### src/rtl/i2c_tgt_pkg.sv
package i2c_tgt_pkg;

   typedef enum logic [2:0] {
      ST_IDLE,
      ST_ADDR,
      ST_SUB,
      ST_DATA,
      ST_SKIP
   } tgt_state_e;

endpackage

### src/rtl/i2c_line_sync.sv
module i2c_line_sync #(
   parameter int STAGES = 2
) (
   input  logic clk,
   input  logic rst_n,
   input  logic scl_i,
   input  logic sda_i,
   output logic scl_lvl,
   output logic sda_lvl,
   output logic scl_rise,
   output logic scl_fall,
   output logic start_det,
   output logic stop_det
);

   // chain of resynchronising flops per line, idle level is high
   for (genvar g = 0; g < STAGES; g++) begin : g_stage
      logic scl_q;
      logic sda_q;
      if (g == 0) begin : g_head
         always_ff @(posedge clk or negedge rst_n) begin
            if (!rst_n) begin
               scl_q <= 1'b1;
               sda_q <= 1'b1;
            end else begin
               scl_q <= scl_i;
               sda_q <= sda_i;
            end
         end
      end else begin : g_tail
         always_ff @(posedge clk or negedge rst_n) begin
            if (!rst_n) begin
               scl_q <= 1'b1;
               sda_q <= 1'b1;
            end else begin
               scl_q <= g_stage[g-1].scl_q;
               sda_q <= g_stage[g-1].sda_q;
            end
         end
      end
   end

   logic scl_prev;
   logic sda_prev;

   assign scl_lvl = g_stage[STAGES-1].scl_q;
   assign sda_lvl = g_stage[STAGES-1].sda_q;

   always_ff @(posedge clk or negedge rst_n) begin
      if (!rst_n) begin
         scl_prev <= 1'b1;
         sda_prev <= 1'b1;
      end else begin
         scl_prev <= scl_lvl;
         sda_prev <= sda_lvl;
      end
   end

   assign scl_rise  =  scl_lvl & ~scl_prev;
   assign scl_fall  = ~scl_lvl &  scl_prev;
   assign start_det =  scl_lvl &  scl_prev &  sda_prev & ~sda_lvl;
   assign stop_det  =  scl_lvl &  scl_prev & ~sda_prev &  sda_lvl;

endmodule

### src/rtl/i2c_frame_ctrl.sv
module i2c_frame_ctrl
   import i2c_tgt_pkg::*;
#(
   parameter int          DW       = 8,
   parameter int          AW       = 8,
   parameter logic [DW-2:0] DEV_ADDR = 7'h60
) (
   input  logic          clk,
   input  logic          rst_n,
   input  logic          scl_rise,
   input  logic          scl_fall,
   input  logic          sda_lvl,
   input  logic          start_det,
   input  logic          stop_det,
   output logic          sda_pull,
   output logic          wr_en,
   output logic [AW-1:0] wr_addr,
   output logic [DW-1:0] wr_data,
   output tgt_state_e    state
);

   localparam int CW = $clog2(DW + 2);
   localparam logic [CW-1:0] BYTE_DONE = CW'(DW);
   localparam logic [CW-1:0] ACK_DONE  = CW'(DW + 1);

   logic [CW-1:0] bit_cnt;
   logic [DW-1:0] shreg;
   logic [DW-1:0] sub_q;
   logic          ack_q;
   logic          active;

   assign active  = (state == ST_ADDR) || (state == ST_SUB) || (state == ST_DATA);
   assign wr_addr = sub_q[AW-1:0];

   always_ff @(posedge clk or negedge rst_n) begin
      if (!rst_n) begin
         state    <= ST_IDLE;
         bit_cnt  <= '0;
         shreg    <= '0;
         sub_q    <= '0;
         wr_data  <= '0;
         ack_q    <= 1'b0;
         sda_pull <= 1'b0;
         wr_en    <= 1'b0;
      end else begin
         wr_en <= 1'b0;
         if (start_det) begin
            state    <= ST_ADDR;
            bit_cnt  <= '0;
            sda_pull <= 1'b0;
         end else if (stop_det) begin
            state    <= ST_IDLE;
            bit_cnt  <= '0;
            sda_pull <= 1'b0;
         end else if (active) begin
            if (scl_rise) begin
               if (bit_cnt < BYTE_DONE) begin
                  shreg <= {shreg[DW-2:0], sda_lvl};
               end
               if (bit_cnt < ACK_DONE) begin
                  bit_cnt <= bit_cnt + CW'(1);
               end
            end else if (scl_fall) begin
               if (bit_cnt == BYTE_DONE) begin
                  // last data bit just ended: decide the acknowledge
                  unique case (state)
                     ST_ADDR: begin
                        ack_q    <= (shreg[DW-1:1] == DEV_ADDR) && !shreg[0];
                        sda_pull <= (shreg[DW-1:1] == DEV_ADDR) && !shreg[0];
                     end
                     ST_SUB: begin
                        sub_q    <= shreg;
                        ack_q    <= 1'b1;
                        sda_pull <= 1'b1;
                     end
                     default: begin
                        wr_data  <= shreg;
                        ack_q    <= 1'b1;
                        sda_pull <= 1'b1;
                     end
                  endcase
               end else if (bit_cnt == ACK_DONE) begin
                  // ninth clock ended: release and advance
                  sda_pull <= 1'b0;
                  bit_cnt  <= '0;
                  unique case (state)
                     ST_ADDR: state <= ack_q ? ST_SUB : ST_SKIP;
                     ST_SUB:  state <= ST_DATA;
                     default: begin
                        wr_en <= 1'b1;
                        state <= ST_SKIP;
                     end
                  endcase
               end
            end
         end
      end
   end

endmodule

### src/rtl/i2c_reg_bank.sv
module i2c_reg_bank #(
   parameter int          AW         = 8,
   parameter int          DW         = 8,
   parameter logic [AW-1:0] LEVEL_ADDR = 8'h22
) (
   input  logic          clk,
   input  logic          rst_n,
   input  logic          wr_en,
   input  logic [AW-1:0] wr_addr,
   input  logic [DW-1:0] wr_data,
   output logic [DW-1:0] level_o
);

   localparam int DEPTH = 1 << AW;

   logic [DW-1:0] regs [DEPTH];

   always_ff @(posedge clk or negedge rst_n) begin
      if (!rst_n) begin
         for (int i = 0; i < DEPTH; i++) begin
            regs[i] <= '0;
         end
      end else if (wr_en) begin
         regs[wr_addr] <= wr_data;
      end
   end

   assign level_o = regs[LEVEL_ADDR];

endmodule

### src/rtl/i2c_regwr_target.sv
module i2c_regwr_target
   import i2c_tgt_pkg::*;
#(
   parameter int              DW          = 8,
   parameter int              REG_AW      = 8,
   parameter int              SYNC_STAGES = 2,
   parameter logic [DW-2:0]   DEV_ADDR    = 7'h60,
   parameter logic [REG_AW-1:0] LEVEL_ADDR = 8'h22
) (
   input  logic          clk,
   input  logic          rst_n,
   input  logic          scl_i,
   input  logic          sda_i,
   output logic          sda_pull_o,
   output logic [DW-1:0] level_o
);

   if (SYNC_STAGES < 2) begin : g_bad_sync
      $error("SYNC_STAGES must be at least 2");
   end
   if (REG_AW > DW) begin : g_bad_aw
      $error("register select must fit in one byte");
   end
   if (DW < 2) begin : g_bad_dw
      $error("DW too small");
   end

   logic            scl_lvl;
   logic            sda_lvl;
   logic            scl_rise;
   logic            scl_fall;
   logic            start_det;
   logic            stop_det;
   logic            wr_en;
   logic [REG_AW-1:0] wr_addr;
   logic [DW-1:0]   wr_data;
   tgt_state_e      fsm_state;

   i2c_line_sync #(.STAGES(SYNC_STAGES)) u_sync (
      .clk       (clk),
      .rst_n     (rst_n),
      .scl_i     (scl_i),
      .sda_i     (sda_i),
      .scl_lvl   (scl_lvl),
      .sda_lvl   (sda_lvl),
      .scl_rise  (scl_rise),
      .scl_fall  (scl_fall),
      .start_det (start_det),
      .stop_det  (stop_det)
   );

   i2c_frame_ctrl #(.DW(DW), .AW(REG_AW), .DEV_ADDR(DEV_ADDR)) u_ctrl (
      .clk       (clk),
      .rst_n     (rst_n),
      .scl_rise  (scl_rise),
      .scl_fall  (scl_fall),
      .sda_lvl   (sda_lvl),
      .start_det (start_det),
      .stop_det  (stop_det),
      .sda_pull  (sda_pull_o),
      .wr_en     (wr_en),
      .wr_addr   (wr_addr),
      .wr_data   (wr_data),
      .state     (fsm_state)
   );

   i2c_reg_bank #(.AW(REG_AW), .DW(DW), .LEVEL_ADDR(LEVEL_ADDR)) u_bank (
      .clk     (clk),
      .rst_n   (rst_n),
      .wr_en   (wr_en),
      .wr_addr (wr_addr),
      .wr_data (wr_data),
      .level_o (level_o)
   );

endmodule

### config.mk
export PLATFORM = sky130hd
export DESIGN_NAME = i2c_regwr_target
export DESIGN_NICKNAME = d
export VERILOG_FILES = /design/src/rtl/i2c_tgt_pkg.sv /design/src/rtl/i2c_line_sync.sv /design/src/rtl/i2c_frame_ctrl.sv /design/src/rtl/i2c_reg_bank.sv /design/src/rtl/i2c_regwr_target.sv
export SDC_FILE = /design/constraint.sdc
export NUM_CORES = 1
export LEC_CHECK = 0
export ABC_AREA = 1
export BUFFER_PORTS_ARGS = -buffer_cell sky130_fd_sc_hd__buf_2
export CAP_MARGIN = 30
export CORE_MARGIN = 5
export CORE_UTILIZATION = 45
export CTS_CLUSTER_SIZE = 14
export DETAILED_ROUTE_END_ITERATION = 6
export GPL_ROUTABILITY_DRIVEN = 0
export PLACE_DENSITY_LB_ADDON = 0.15
export SLEW_MARGIN = 10
export SYNTH_ARGS = -nofsm -noshare
export SYNTH_HDL_FRONTEND = slang
export SYNTH_HIERARCHICAL = 1
export SYNTH_SLANG_ARGS = --single-unit
### constraint.sdc
create_clock -name clk -period 3.6 [get_ports clk]
set_clock_uncertainty 0.05 [all_clocks]
set_input_delay 0.36 -clock clk [delete_from_list [all_inputs] [get_ports clk]]
set_output_delay 0.36 -clock clk [all_outputs]
set_load 0.05 [all_outputs]
==> impl_metrics.toml <==
[timing]
fin_crit_ns = 1.85
slew_viol_final = 0
slew_headroom_pct = 60.3
worst_slew_pin_slew_ns = 0.596
max_freq_ghz = 0.541
fin_tns_setup_ns = 0
setup_violations = 0
rsz0062_at_grt = "no"
finalHoldViolCount = 0
min_period_over_period_pct = 51.3

[clock_tree]
ctsHtreeMaxLevel = 2
cts.repair.resized = 0
clk_path_buf_depth = 2
cts_sinks = 48
clk_latency_ns = 0.29
cts_setup_buffers = 0
cts_root_buffer = "clkbuf_8"
cts_made_buffers = 5
cts_hold_buf = 0
path_clk_slew_ns = 0.08
cts_tree = "yes"

[detailed_routing]
wl_met1_um = 2160
top_layer = "met4"
met3_length_um = 179
dr.pass1.iters = 4
viasPerCell = 4.68
routedWlPerCell_um = 11.7
drcViolationCount = 0
wl_um = 4300
drtAntennaViolNets = 0
wl_met2_um = 1950
drt_iter0_drc = 107
dr_total_vias = 1722

[pwr]
vdd_drop_max_uv = 159
p_leak_nw = 1.40
power_density_nw_per_um2 = 365

[floorplan]
fp-row-count = 26
die_h_um = 82.6
dieWidth_um = 82.6
start_util_pct = 46.5
dieArea_um2 = 6830
coreArea_um2 = 5110
pin_count = 13

[grt]
grt_pass1_vias = 1679
overflow = 0
grt_max_degree = 49
grt_util_all_layers_pct = 14.4
antenna_found_initial = 0
grt_pass1_wl_um = 7500

[synthesis]
syn_area_um2 = 2370
postSynthAreaPerCell_um2 = 8.48
yosysMostFrequentCell = "nand2_1"
async_reset_ff_share_pct = 100
synth_nets = 287
ys_ff_latch = 48
ys.flop_type = "dfrtp_1"
synth-seq-area-share_pct = 50.9
synth_top_area_share_pct = 44.3
yosysTopAreaCell = "dfrtp_1"
yosys-top-cells-count = "nand2_1, inv_1, dfrtp_1"
syn_inst = 280
synth_edf_count = 0
yosys_warnings = 6
synth.area.top_cells = "dfrtp_1, nand2_1, inv_1"
synth_cell_type_count = 23

[finish]
post-route-util_pct = 50.7
syn2layout_area_growth_pct = 9.07
drive_above_1_share_pct = 17.4
finalNetCount = 304
diodes = 0

[critical_path]
path_class = "reg -> reg"
reg2reg_depth = 7
ff2ff_setup_slack_ns = 1.75
crit_fanout = 7
worstSetupStartpoint = "u_sync/scl_lvl"
endpoint_kind = "register"
r2r_start = "u_sync/scl_lvl"
cp.required_ns = 3.73
rr_endpoint = "u_ctrl/state[1]"
cp.arrival_ns = 1.98
worst_setup_path_start_kind = "register"

[worst_hold_path]
hold_path.class = "in -> async"

[flow_run]
cap_violations = 0

[place]
post-dp-hpwl_um = 3180
numPortBuffers = 12

[run_status]
status = "complete, no violations"
kinds of logic (layout without fill, tap and decap cells):
kind of cell | after synthesis | count (layout) | synth area share, %
DFF | 48 | 48 | 50.9
buffers and inverters | 54 | 72 | 9.49
and+or+nand+nor | 143 | 143 | 29.8
adders and majority gates | 3 | 3 | 1.58
xor gates and xnor gates | 1 | 1 | 0.369
AOI/OAI and AO/OA | 31 | 31 | 7.80
worst max-delay path by stage:
stage          slack [ns]  cells past startpoint                end
2_1_floorplan        2.02                      9  u_ctrl/bit_cnt[0]
3_3_place_gp         1.80                      7    u_ctrl/state[2]
3_5_place_dp         1.76                      7    u_ctrl/state[1]
4_1_cts              1.77                      7    u_ctrl/state[1]
5_1_grt              1.60                      8    u_ctrl/state[2]
6_report             1.75                      7    u_ctrl/state[1]
layout by cell type, fill, tap and decap left out:
cell type,synthesis,final
a21oi_1,2,2
nor2_1,22,22
and2_1,1,1
nor2_8,3,3
clkbuf_1,0,1
ha_1,3,3
nand2_1,78,78
nand3_2,2,2
nand3_4,1,1
buf_2,0,12
dfstp_2,6,6
nand3_1,17,17
nand2_2,3,3
buf_4,0,1
o21ai_2,8,8
clkbuf_8,0,6
xnor2_1,1,1
dfrtp_1,42,42
o21ai_0,10,10
nor2_4,2,2
inv_1,47,47
nor4_1,1,1
clkinvlp_4,0,1
nand2_4,3,3
o21ai_1,11,11
nand4_1,10,10
inv_2,4,4
per-stage QoR:
| step | hold WS, ns | std cells | cell area (µm²) | power [mW] | setup WS [ns] |
|---|---|---|---|---|---|
| 2_1_floorplan | 0.0144 | 280 | 2370 | 0.604 | 2.02 |
| 3_3_place_gp | 0.296 | 360 | 2490 | 0.627 | 1.80 |
| 3_5_place_dp | 0.302 | 360 | 2490 | 0.627 | 1.76 |
| 4_1_cts | 0.0910 | 368 | 2590 | 0.962 | 1.77 |
| 5_1_grt | 0.0806 | 368 | 2590 | 0.992 | 1.60 |
| 6_report | 0.101 | 368 | 2590 | 0.945 | 1.75 |
layout make-up:
type	instances	area (µm²)
Fill cell	515	2520
Sequential cell	48	1210
Multi-Input combinational cell	178	940
Inverter	51	191
Tap cell	70	87.6
Clock buffer	7	86.3
Timing Repair Buffer	13	67.6
Clock inverter	1	7.51
registers in the layout, indices dropped and copies added (netlist names):
signal and cells:
u_ctrl/sda_pull 1, u_sync/scl_prev 1, u_sync/scl_lvl 1, u_ctrl/bit_cnt 4
u_ctrl/wr_en 1, u_sync/g_stage.scl_q 1, u_bank/level_o 8, u_sync/sda_prev 1
u_ctrl/wr_addr 8, u_ctrl/state 3, u_ctrl/ack_q 1, u_ctrl/wr_data 8
u_sync/sda_lvl 1, u_sync/g_stage.sda_q 1, u_ctrl/shreg 8
report_power, final:
part           internal (mW)  switching [mW]
sequential             0.551          0.0102
clock                  0.156           0.173
combinational         0.0153          0.0395
critical path, cell delays in order, from the launching register on:
cell and delay (ns):
dfstp_2 0.56, nand2_1 0.07, nor2_1 0.26, nor2_4 0.12, nand2_1 0.21, nand3_1 0.21, o21ai_0 0.20, nand2_1 0.06
per-layer routing:
layer	global-route usage, %	vias up
li1	-	903
met1	19.3	794
met2	22.8	23
met3	3.69	2
met4	4.41	0
met5	0	-
No activity file was read; power rests on OpenSTA's default activity.
